### src/rtl/sdp_pkg.sv
package sdp_pkg;

  typedef enum logic [2:0] {
    K_STK      = 3'd0,
    K_STK_FREE = 3'd1,
    K_SREL     = 3'd2,
    K_DIR      = 3'd3,
    K_DIR_X    = 3'd4,
    K_DIR_Y    = 3'd5,
    K_DIR_PTR  = 3'd6,
    K_RSVD     = 3'd7
  } kind_e;

  typedef enum logic [1:0] {
    IX_NONE = 2'd0,
    IX_X    = 2'd1,
    IX_Y    = 2'd2
  } idx_sel_e;

  typedef struct packed {
    logic     stk;
    logic     free;
    logic     rel;
    logic     dir;
    logic     ptr;
    idx_sel_e isel;
    logic     zero;
  } ctl_t;

endpackage

### src/rtl/sdp_kind_dec.sv
module sdp_kind_dec
  import sdp_pkg::*;
(
  input  logic [2:0] kind,
  output ctl_t       ctl
);

  always_comb begin
    ctl = '{stk: 1'b0, free: 1'b0, rel: 1'b0, dir: 1'b0,
            ptr: 1'b0, isel: IX_NONE, zero: 1'b0};
    unique case (kind_e'(kind))
      K_STK:      ctl.stk = 1'b1;
      K_STK_FREE: begin ctl.stk = 1'b1; ctl.free = 1'b1; end
      K_SREL:     begin ctl.stk = 1'b1; ctl.rel  = 1'b1; end
      K_DIR:      ctl.dir = 1'b1;
      K_DIR_X:    begin ctl.dir = 1'b1; ctl.isel = IX_X; end
      K_DIR_Y:    begin ctl.dir = 1'b1; ctl.isel = IX_Y; end
      K_DIR_PTR:  begin ctl.dir = 1'b1; ctl.ptr  = 1'b1; end
      default:    ctl.zero = 1'b1;
    endcase
  end

endmodule

### src/rtl/sdp_stack_gen.sv
module sdp_stack_gen #(
  parameter int AW = 24,
  parameter int RW = 16,
  parameter int OW = 8,
  parameter int SW = 2,
  parameter logic [RW/2-1:0] STK_PAGE = 'h01
) (
  input  logic          emu,
  input  logic          free,
  input  logic          rel,
  input  logic [RW-1:0] sp,
  input  logic [OW-1:0] ofs,
  input  logic [SW-1:0] seq,
  output logic [AW-1:0] addr
);

  localparam int PW = RW / 2;
  localparam int BW = AW - RW;

  logic [RW-1:0] ofs_ext;
  logic [RW-1:0] seq_ext;
  logic [RW-1:0] sum;
  logic          confine;

  assign ofs_ext = rel ? {{(RW-OW){1'b0}}, ofs} : '0;
  assign seq_ext = {{(RW-SW){1'b0}}, seq};
  assign sum     = sp + ofs_ext + seq_ext;
  assign confine = emu && !free;

  always_comb begin
    if (confine) addr = {{BW{1'b0}}, STK_PAGE, sum[PW-1:0]};
    else         addr = {{BW{1'b0}}, sum};
  end

endmodule

### src/rtl/sdp_direct_gen.sv
module sdp_direct_gen
  import sdp_pkg::*;
#(
  parameter int AW = 24,
  parameter int RW = 16,
  parameter int OW = 8,
  parameter int SW = 2
) (
  input  logic          emu,
  input  logic          ptr,
  input  idx_sel_e      isel,
  input  logic [RW-1:0] dreg,
  input  logic [OW-1:0] ofs,
  input  logic [RW-1:0] xidx,
  input  logic [RW-1:0] yidx,
  input  logic [SW-1:0] seq,
  output logic [AW-1:0] addr
);

  localparam int PW = RW / 2;
  localparam int BW = AW - RW;

  logic [RW-1:0] idx_raw;
  logic [RW-1:0] idx;
  logic [RW-1:0] pg;
  logic [RW-1:0] full;
  logic          wrap;

  always_comb begin
    unique case (isel)
      IX_X:    idx_raw = xidx;
      IX_Y:    idx_raw = yidx;
      default: idx_raw = '0;
    endcase
  end

  assign idx  = emu ? {{(RW-PW){1'b0}}, idx_raw[PW-1:0]} : idx_raw;
  assign pg   = {{(RW-OW){1'b0}}, ofs} + idx + {{(RW-SW){1'b0}}, seq};
  assign full = dreg + pg;
  assign wrap = emu && !ptr && (dreg[PW-1:0] == '0);

  always_comb begin
    if (wrap) addr = {{BW{1'b0}}, dreg[RW-1:PW], pg[PW-1:0]};
    else      addr = {{BW{1'b0}}, full};
  end

endmodule

### src/rtl/sdp_addr_gen.sv
module sdp_addr_gen
  import sdp_pkg::*;
#(
  parameter int AW = 24,
  parameter int RW = 16,
  parameter int OW = 8,
  parameter int SW = 2
) (
  input  logic          clk,
  input  logic          rst,
  input  logic          emu,
  input  logic [RW-1:0] sp,
  input  logic [RW-1:0] dreg,
  input  logic [OW-1:0] ofs,
  input  logic [RW-1:0] xidx,
  input  logic [RW-1:0] yidx,
  input  logic [SW-1:0] seq,
  input  logic [2:0]    kind,
  output logic [AW-1:0] addr
);

  ctl_t          ctl;
  logic [AW-1:0] stk_addr;
  logic [AW-1:0] dir_addr;
  logic [AW-1:0] nxt;
  logic [AW-1:0] addr_q;

  sdp_kind_dec u_dec (
    .kind (kind),
    .ctl  (ctl)
  );

  sdp_stack_gen #(.AW(AW), .RW(RW), .OW(OW), .SW(SW)) u_stk (
    .emu  (emu),
    .free (ctl.free),
    .rel  (ctl.rel),
    .sp   (sp),
    .ofs  (ofs),
    .seq  (seq),
    .addr (stk_addr)
  );

  sdp_direct_gen #(.AW(AW), .RW(RW), .OW(OW), .SW(SW)) u_dir (
    .emu  (emu),
    .ptr  (ctl.ptr),
    .isel (ctl.isel),
    .dreg (dreg),
    .ofs  (ofs),
    .xidx (xidx),
    .yidx (yidx),
    .seq  (seq),
    .addr (dir_addr)
  );

  always_comb begin
    if (ctl.stk)      nxt = stk_addr;
    else if (ctl.dir) nxt = dir_addr;
    else              nxt = '0;
  end

  always_ff @(posedge clk) begin
    if (rst) addr_q <= '0;
    else     addr_q <= nxt;
  end

  assign addr = addr_q;

endmodule

### config.mk
export PLATFORM = sky130hd
export DESIGN_NAME = sdp_addr_gen
export DESIGN_NICKNAME = d
export VERILOG_FILES = /design/src/rtl/sdp_pkg.sv /design/src/rtl/sdp_kind_dec.sv /design/src/rtl/sdp_stack_gen.sv /design/src/rtl/sdp_direct_gen.sv /design/src/rtl/sdp_addr_gen.sv
export SDC_FILE = /design/constraint.sdc
export NUM_CORES = 1
export LEC_CHECK = 0
export ABC_AREA = 1
export CELL_PAD_IN_SITES_DETAIL_PLACEMENT = 2
export CELL_PAD_IN_SITES_GLOBAL_PLACEMENT = 2
export CORE_ASPECT_RATIO = 1.75
export CORE_MARGIN = 2
export CORE_UTILIZATION = 22
export DETAILED_ROUTE_END_ITERATION = 16
export PLACE_DENSITY = 0.85
export SLEW_MARGIN = 40
export SYNTH_ARGS = -nofsm -noshare
export SYNTH_HDL_FRONTEND = slang
export SYNTH_SLANG_ARGS = --single-unit
export TNS_END_PERCENT = 1
### constraint.sdc
create_clock -name clk -period 4.75 [get_ports clk]
set_clock_uncertainty 0.2 [all_clocks]
set_input_delay 0.475 -clock clk [delete_from_list [all_inputs] [get_ports clk]]
set_output_delay 0.475 -clock clk [all_outputs]
set_load 0.01 [all_outputs]
# Yosys cells after proc, flatten, opt, wreduce, memory -nomap -nowiden

Index checks and enable logic that the tools add are counted.

Register bits: 24
Bits of input ports: 80
Word-level logic and storage cells: 36

Add/sub/neg operators: 5
Equality and inequality tests: 8
Multiplexer cells: 13
Reduce and logical (&&, ||, !) cells: 9

Operator list:

| kind                                                                  | number |
|---|---|
| 16-bit 2-to-1 mux                                                     | 3 |
| 24-bit 2-to-1 mux                                                     | 2 |
| 16-bit adder                                                          | 2 |
| 16-bit by 2-bit adder with 16-bit output                              | 2 |
| 16-bit one-hot mux with 2 select lines                                | 1 |
| 8-bit by 16-bit adder with 16-bit output                              | 1 |
| 3-bit equality test, second input constant                            | 3 |
| 8-bit zero test                                                       | 1 |
| 8-bit 2-to-1 mux                                                      | 1 |
| 3-bit by 2-bit equality test with 1-bit output, second input constant | 2 |
| 1-bit 2-to-1 mux                                                      | 5 |
| 2-bit one-hot mux with 2 select lines                                 | 1 |
| 4-bit OR reduction                                                    | 1 |
| 3-bit by 1-bit equality test with 1-bit output, second input constant | 1 |
| 1-bit logical AND                                                     | 3 |
| 3-bit zero test                                                       | 1 |
| 3-bit OR reduction                                                    | 1 |
| 2-bit by 1-bit equality test with 1-bit output, second input constant | 1 |
| 2-bit equality test, second input constant                            | 1 |
| 1-bit zero test                                                       | 2 |

# Logic depth before layout (Yosys ltp)

Depth in word-level cells: 11
Depth in mapped cells: 31
Gate-level depth less buffers: 29

# By module

From an unflattened synthesis, not the netlist that was laid out.

Cells, all modules: 679
Area total of the unflattened synthesis: 4246.6 µm²

Modules (own cells, without submodules):

| module         | times used | cells an instance | area an instance (µm²) | seq. area each (µm²) |
|---|---|---|---|---|
| sdp_direct_gen | 1          | 354               | 2074.5                 | 0.0 |
| sdp_addr_gen   | 1          | 106               | 1003.5                 | 480.5 |
| sdp_stack_gen  | 1          | 186               | 993.5                  | 0.0 |
| sdp_kind_dec   | 1          | 33                | 175.2                  | 0.0 |

# Least setup slack after synthesis

Ideal clock, no wire load.

Kind: input to register
Start: input port kind[1]
End: register addr_q[15] (netlist: addr[15])
Arrival: 4144 ps
Data required time: 4419 ps
Slack: 276 ps
Stages: 27
Buffers on the path: 2
Path through: nor3_1 -> ha_1 -> buf_2 -> buf_2 -> nand2_1 -> a21oi_1 -> fa_1 -> ha_1 -> fa_1 -> nand2_1 -> nand2_1 -> nand3_1 -> nand2_1 -> nand2_1 -> nor2_1 -> xor2_1 -> ha_1 -> nand2_1 -> inv_1 -> a21oi_1 -> nand2_1 -> a21oi_1 -> inv_1 -> nand2_2 -> nand4_1 -> nand3_2 -> a21oi_2

Word-level cells in the longest chain between the ends: 11

Ends and longest elaborated chain:

| item                                                                                  | RTL line             | source |
|---|---|---|
| from (decl)                                                                           | sdp_addr_gen.sv:18   | `input logic [2:0] kind,` |
| 3-bit equality test                                                                   | sdp_kind_dec.sv:11   | `unique case (kind_e'(kind))` |
| 2-bit one-hot mux with 2 select lines                                                 | sdp_kind_dec.sv:11   |  |
| 2-bit equality test or 2-bit by 1-bit equality test with 1-bit output (tied branches) | sdp_direct_gen.sv:30 | `unique case (isel)` |
| 16-bit one-hot mux with 2 select lines                                                | sdp_direct_gen.sv:30 |  |
| 16-bit 2-to-1 mux                                                                     | sdp_direct_gen.sv:37 | `assign idx = emu ? {{(RW-PW){1'b0}}, idx_raw[PW-1:0]} : idx_raw;` |
| 8-bit by 16-bit adder with 16-bit output                                              | sdp_direct_gen.sv:38 | `assign pg = {{(RW-OW){1'b0}}, ofs} + idx + {{(RW-SW){1'b0}}, seq};` |
| 16-bit by 2-bit adder with 16-bit output                                              | sdp_direct_gen.sv:38 |  |
| 16-bit adder                                                                          | sdp_direct_gen.sv:39 | `assign full = dreg + pg;` |
| 16-bit 2-to-1 mux                                                                     | sdp_direct_gen.sv:43 | `if (wrap) addr = {{BW{1'b0}}, dreg[RW-1:PW], pg[PW-1:0]};` |
| 24-bit 2-to-1 mux                                                                     | sdp_addr_gen.sv:57   | `else if (ctl.dir) nxt = dir_addr;` |
| 24-bit 2-to-1 mux (*)                                                                 | sdp_addr_gen.sv:56   | `if (ctl.stk) nxt = stk_addr;` |
| to (signal assigned)                                                                  | sdp_addr_gen.sv:63   | `else addr_q <= nxt;` |
| to (decl)                                                                             | sdp_addr_gen.sv:26   | `logic [AW-1:0] addr_q;` |

Every way passes the cells marked *; elsewhere a longest branch is shown, timed or not.
A chain may end at the register's enable or synchronous reset.

# Worst setup path in the final report

Same ends and word-level chain as after synthesis.

==> implementation parameters <==
Parameter                              Value

Run status
  Result of the run    finished clean

Detailed routing
  Routed vias/inst    4.77
  Number of remaining DRC errors    0
  Antenna Violating Nets Remaining    0
  1st-pass router iterations    4
  Routed wire length per instance    18.2 um
  Detailed Route Iter0 Violations    67
  Aggregate routed wire length    15.6 mm
  Vias post-DR    4108

Worst setup path
  Critical path data required time    4.72 ns
  Sort of element at the start of the critical path    input port
  Worst path max stage delay    0.30 ns
  Cell at the slowest stage of the critical path    ha_1
  Number of buffer and inverter instances along the worst setup path    5
  Worst setup path start    kind[1]
  Stages on worst setup path    29
  Worst setup path endpoint    addr[15]$_SDFF_PP0_
  Data arrival time of the critical path    4.59 ns
  Largest fanout on the critical path    7
  CP Class    in -> reg
  Crit end category    flip-flop
  Critical path's top delay family    simple AND/OR/NAND/NOR gates

Placed design
  Last weighted congestion value of the routability-driven placer    0.831
  Number of port buffers    95
  Placed Area    4820 um2
  Sum of net half-perimeters after detailed placement    13.1 mm

Timing
  Peak Freq    between 200 and 250 MHz
  Max-slew headroom at the worst pin    0.551
  Finish-stage setup viols    0
  Final setup TNS    0 ns
  Number of pins with negative max-slew slack in the final report    0
  Transition time of the tightest slew-check pin    0.672 ns
  Number of hold-slack violations in the final timing report    0
  Min Clock Period, post-route    4.62 ns
  Ratio of final minimum period to clock period    0.973

Yosys
  Area contributors post-synth    ha_1 17%, nand2_1 15%, dfxtp_1 9.7%
  Cell area after synthesis    between 3000 and 4000 um2
  Dominant synthesized flop cell    dfxtp_1
  Share of the synthesized area in the top cell type    0.174
  Yosys synthesis warning count    0
  Number of enable flip-flop cells after synthesis    0
  Sequential-to-total area share from yosys stat    0.0968
  Synthesized instance count    approximately 530
  Cell type contributing the most total cell area after synthesis    ha_1
  Register bit total from synthesis    16
  Dominant cell by count in the synthesized netlist    nand2_1
  Synthesized area divided by synthesized cell count    approximately 6.3 um2
  Async set-or-reset flop fraction in the synthesized netlist    0
  Number of distinct library cell variants in the gate-level netlist after synthesis    45
  Post-synth top cells    133 x nand2_1, 74 x inv_1, 51 x a21oi_1, 46 x ha_1, 37 x nor2_1

GRT
  Residual overflow from global routing    0
  Overall global routing resource usage    0.183
  Antenna violations before repair    0
  Maximum number of pins on one net before global-route repair    30
  First-pass GRT wire length    23.6 mm
  Number of global-route vias before repair    approximately 4800

Clocking
  Num CTS Buffers    3
  Clock transition at path regs    0.05 ns
  Number of clock sinks    16
  CTS tree    built
  Number of buffers inserted for hold repair after clock tree synthesis    0
  H-tree lvl count    1
  Clock buffer depth    2
  Clock Tree Root    clkbuf_16

Cells and area
  Diodes inserted    0
  Number of nets in the layout    around 810
  Final core occ    0.357
  Area growth from synthesis to layout    59.5%
  Final non-filler cell area    5280 um2
  Layout cells sized above 1    0.236
  Flip-flop count of the largest register, all copies and words added    16

Floorplan
  Number of top-level pins    104
  Die outline area    16100 um2
  Width of the die    96.7 um
  Initial core utilization    0.224
  Core Box Area    14800 um2
  Die height    166 um
  Site row count    59

Pwr
  Static Leak    about 2.6 nW
  Pwr per Cell Area    162 nW/um2
  IR Drop Worst-Case VDD    0.000155 V

Job
  Max-cap violations    0

Hold path
  Worst min-delay path class    in -> reg
worst min-delay path, cell delays in order:
cell     delay (ns)
buf_6          0.09
buf_4          0.13
nor2_4         0.06
nand2_1        0.06
a21oi_1        0.07
power by group:
group / leakage [nW] / internal (mW) / switching, mW
Clock: 0.0442 / 0.128 / 0.0533
Combinational: 2.40 / 0.252 / 0.267
Sequential: 0.133 / 0.150 / 0.00396
worst min path at each step:
stage               startpoint             endpoint  slack [ns]  cells past startpoint
global placement      dreg[15]  addr[15]$_SDFF_PP0_        1.01                      5
detailed placement    dreg[15]  addr[15]$_SDFF_PP0_        1.01                      5
finish                 kind[2]   addr[1]$_SDFF_PP0_        0.50                      5
global route           kind[2]   addr[1]$_SDFF_PP0_        0.52                      5
floorplan              kind[2]   addr[1]$_SDFF_PP0_        0.46                      3
CTS                    kind[2]   addr[1]$_SDFF_PP0_        0.62                      5
final cells by class:
class | count | area (um2)
Fill cell | 1798 | 9490
Tap cell | 183 | 229
Multi-Input combinational cell | 417 | 2850
Inverter | 80 | 310
Timing Repair Buffer | 161 | 1480
Clock buffer | 4 | 88.8
Sequential cell | 16 | 320
layer usage:
layer  vias to the layer above  wire length, um  global-route usage  share of wire
met5                         -                0                   0              0
met4                         0              903              0.0949          0.058
met3                        38              273              0.0114          0.017
met2                        87             9390               0.394           0.60
met1                      1991             5080               0.160           0.32
li1                       1992                -                   -              -
timing repair:
action | CTS | global route
gates resized for setup | 39 | 47
setup buffers | 3 | 4
endpoints found under the setup margin | 13 | 10
pin swaps | 7 | 29
gates cloned | 0 | 0
layout by cell type, fill, tap and decap left out, types with 4 or more instances in the layout:
| cell type | n |
|---|---|
| nand2_2 | 20 |
| or2_2 | 4 |
| o21ai_1 | 10 |
| o211ai_1 | 7 |
| a21oi_1 | 41 |
| ha_1 | 34 |
| o21bai_1 | 10 |
| inv_1 | 70 |
| nand3_2 | 8 |
| buf_4 | 62 |
| fa_1 | 4 |
| dfxtp_1 | 16 |
| inv_2 | 7 |
| a21oi_2 | 10 |
| nor2_2 | 4 |
| clkdlybuf4s50_1 | 92 |
| nor2_1 | 36 |
| conb_1 | 8 |
| nand3_1 | 19 |
| o21ai_0 | 13 |
| buf_6 | 4 |
| xor2_1 | 13 |
| ha_4 | 10 |
| nand2_1 | 123 |
kinds of logic (layout without fill, tap and decap cells):
kind of cell	Yosys count	after routing	synth area share
AOI/OAI and AO/OA	102	102	0.177
xor gates and xnor gates	18	18	0.0477
DFF	16	16	0.0968
and+or+nand+nor	236	236	0.327
other	1	8	0.00113
adders and majority gates	53	53	0.216
buffers and inverters	99	245	0.134
stage by stage:
stage	instances	power, mW	setup slack (ns)	hold slack, ns
detailed placement	850	0.638	-0.956	1.01
CTS	857	0.836	0.00427	0.625
finish	861	0.855	0.129	0.496
global placement	850	0.610	-0.773	1.01
floorplan	532	0.386	0.276	0.460
global route	861	0.916	-0.102	0.518
Power figures use the tool's default switching activity.
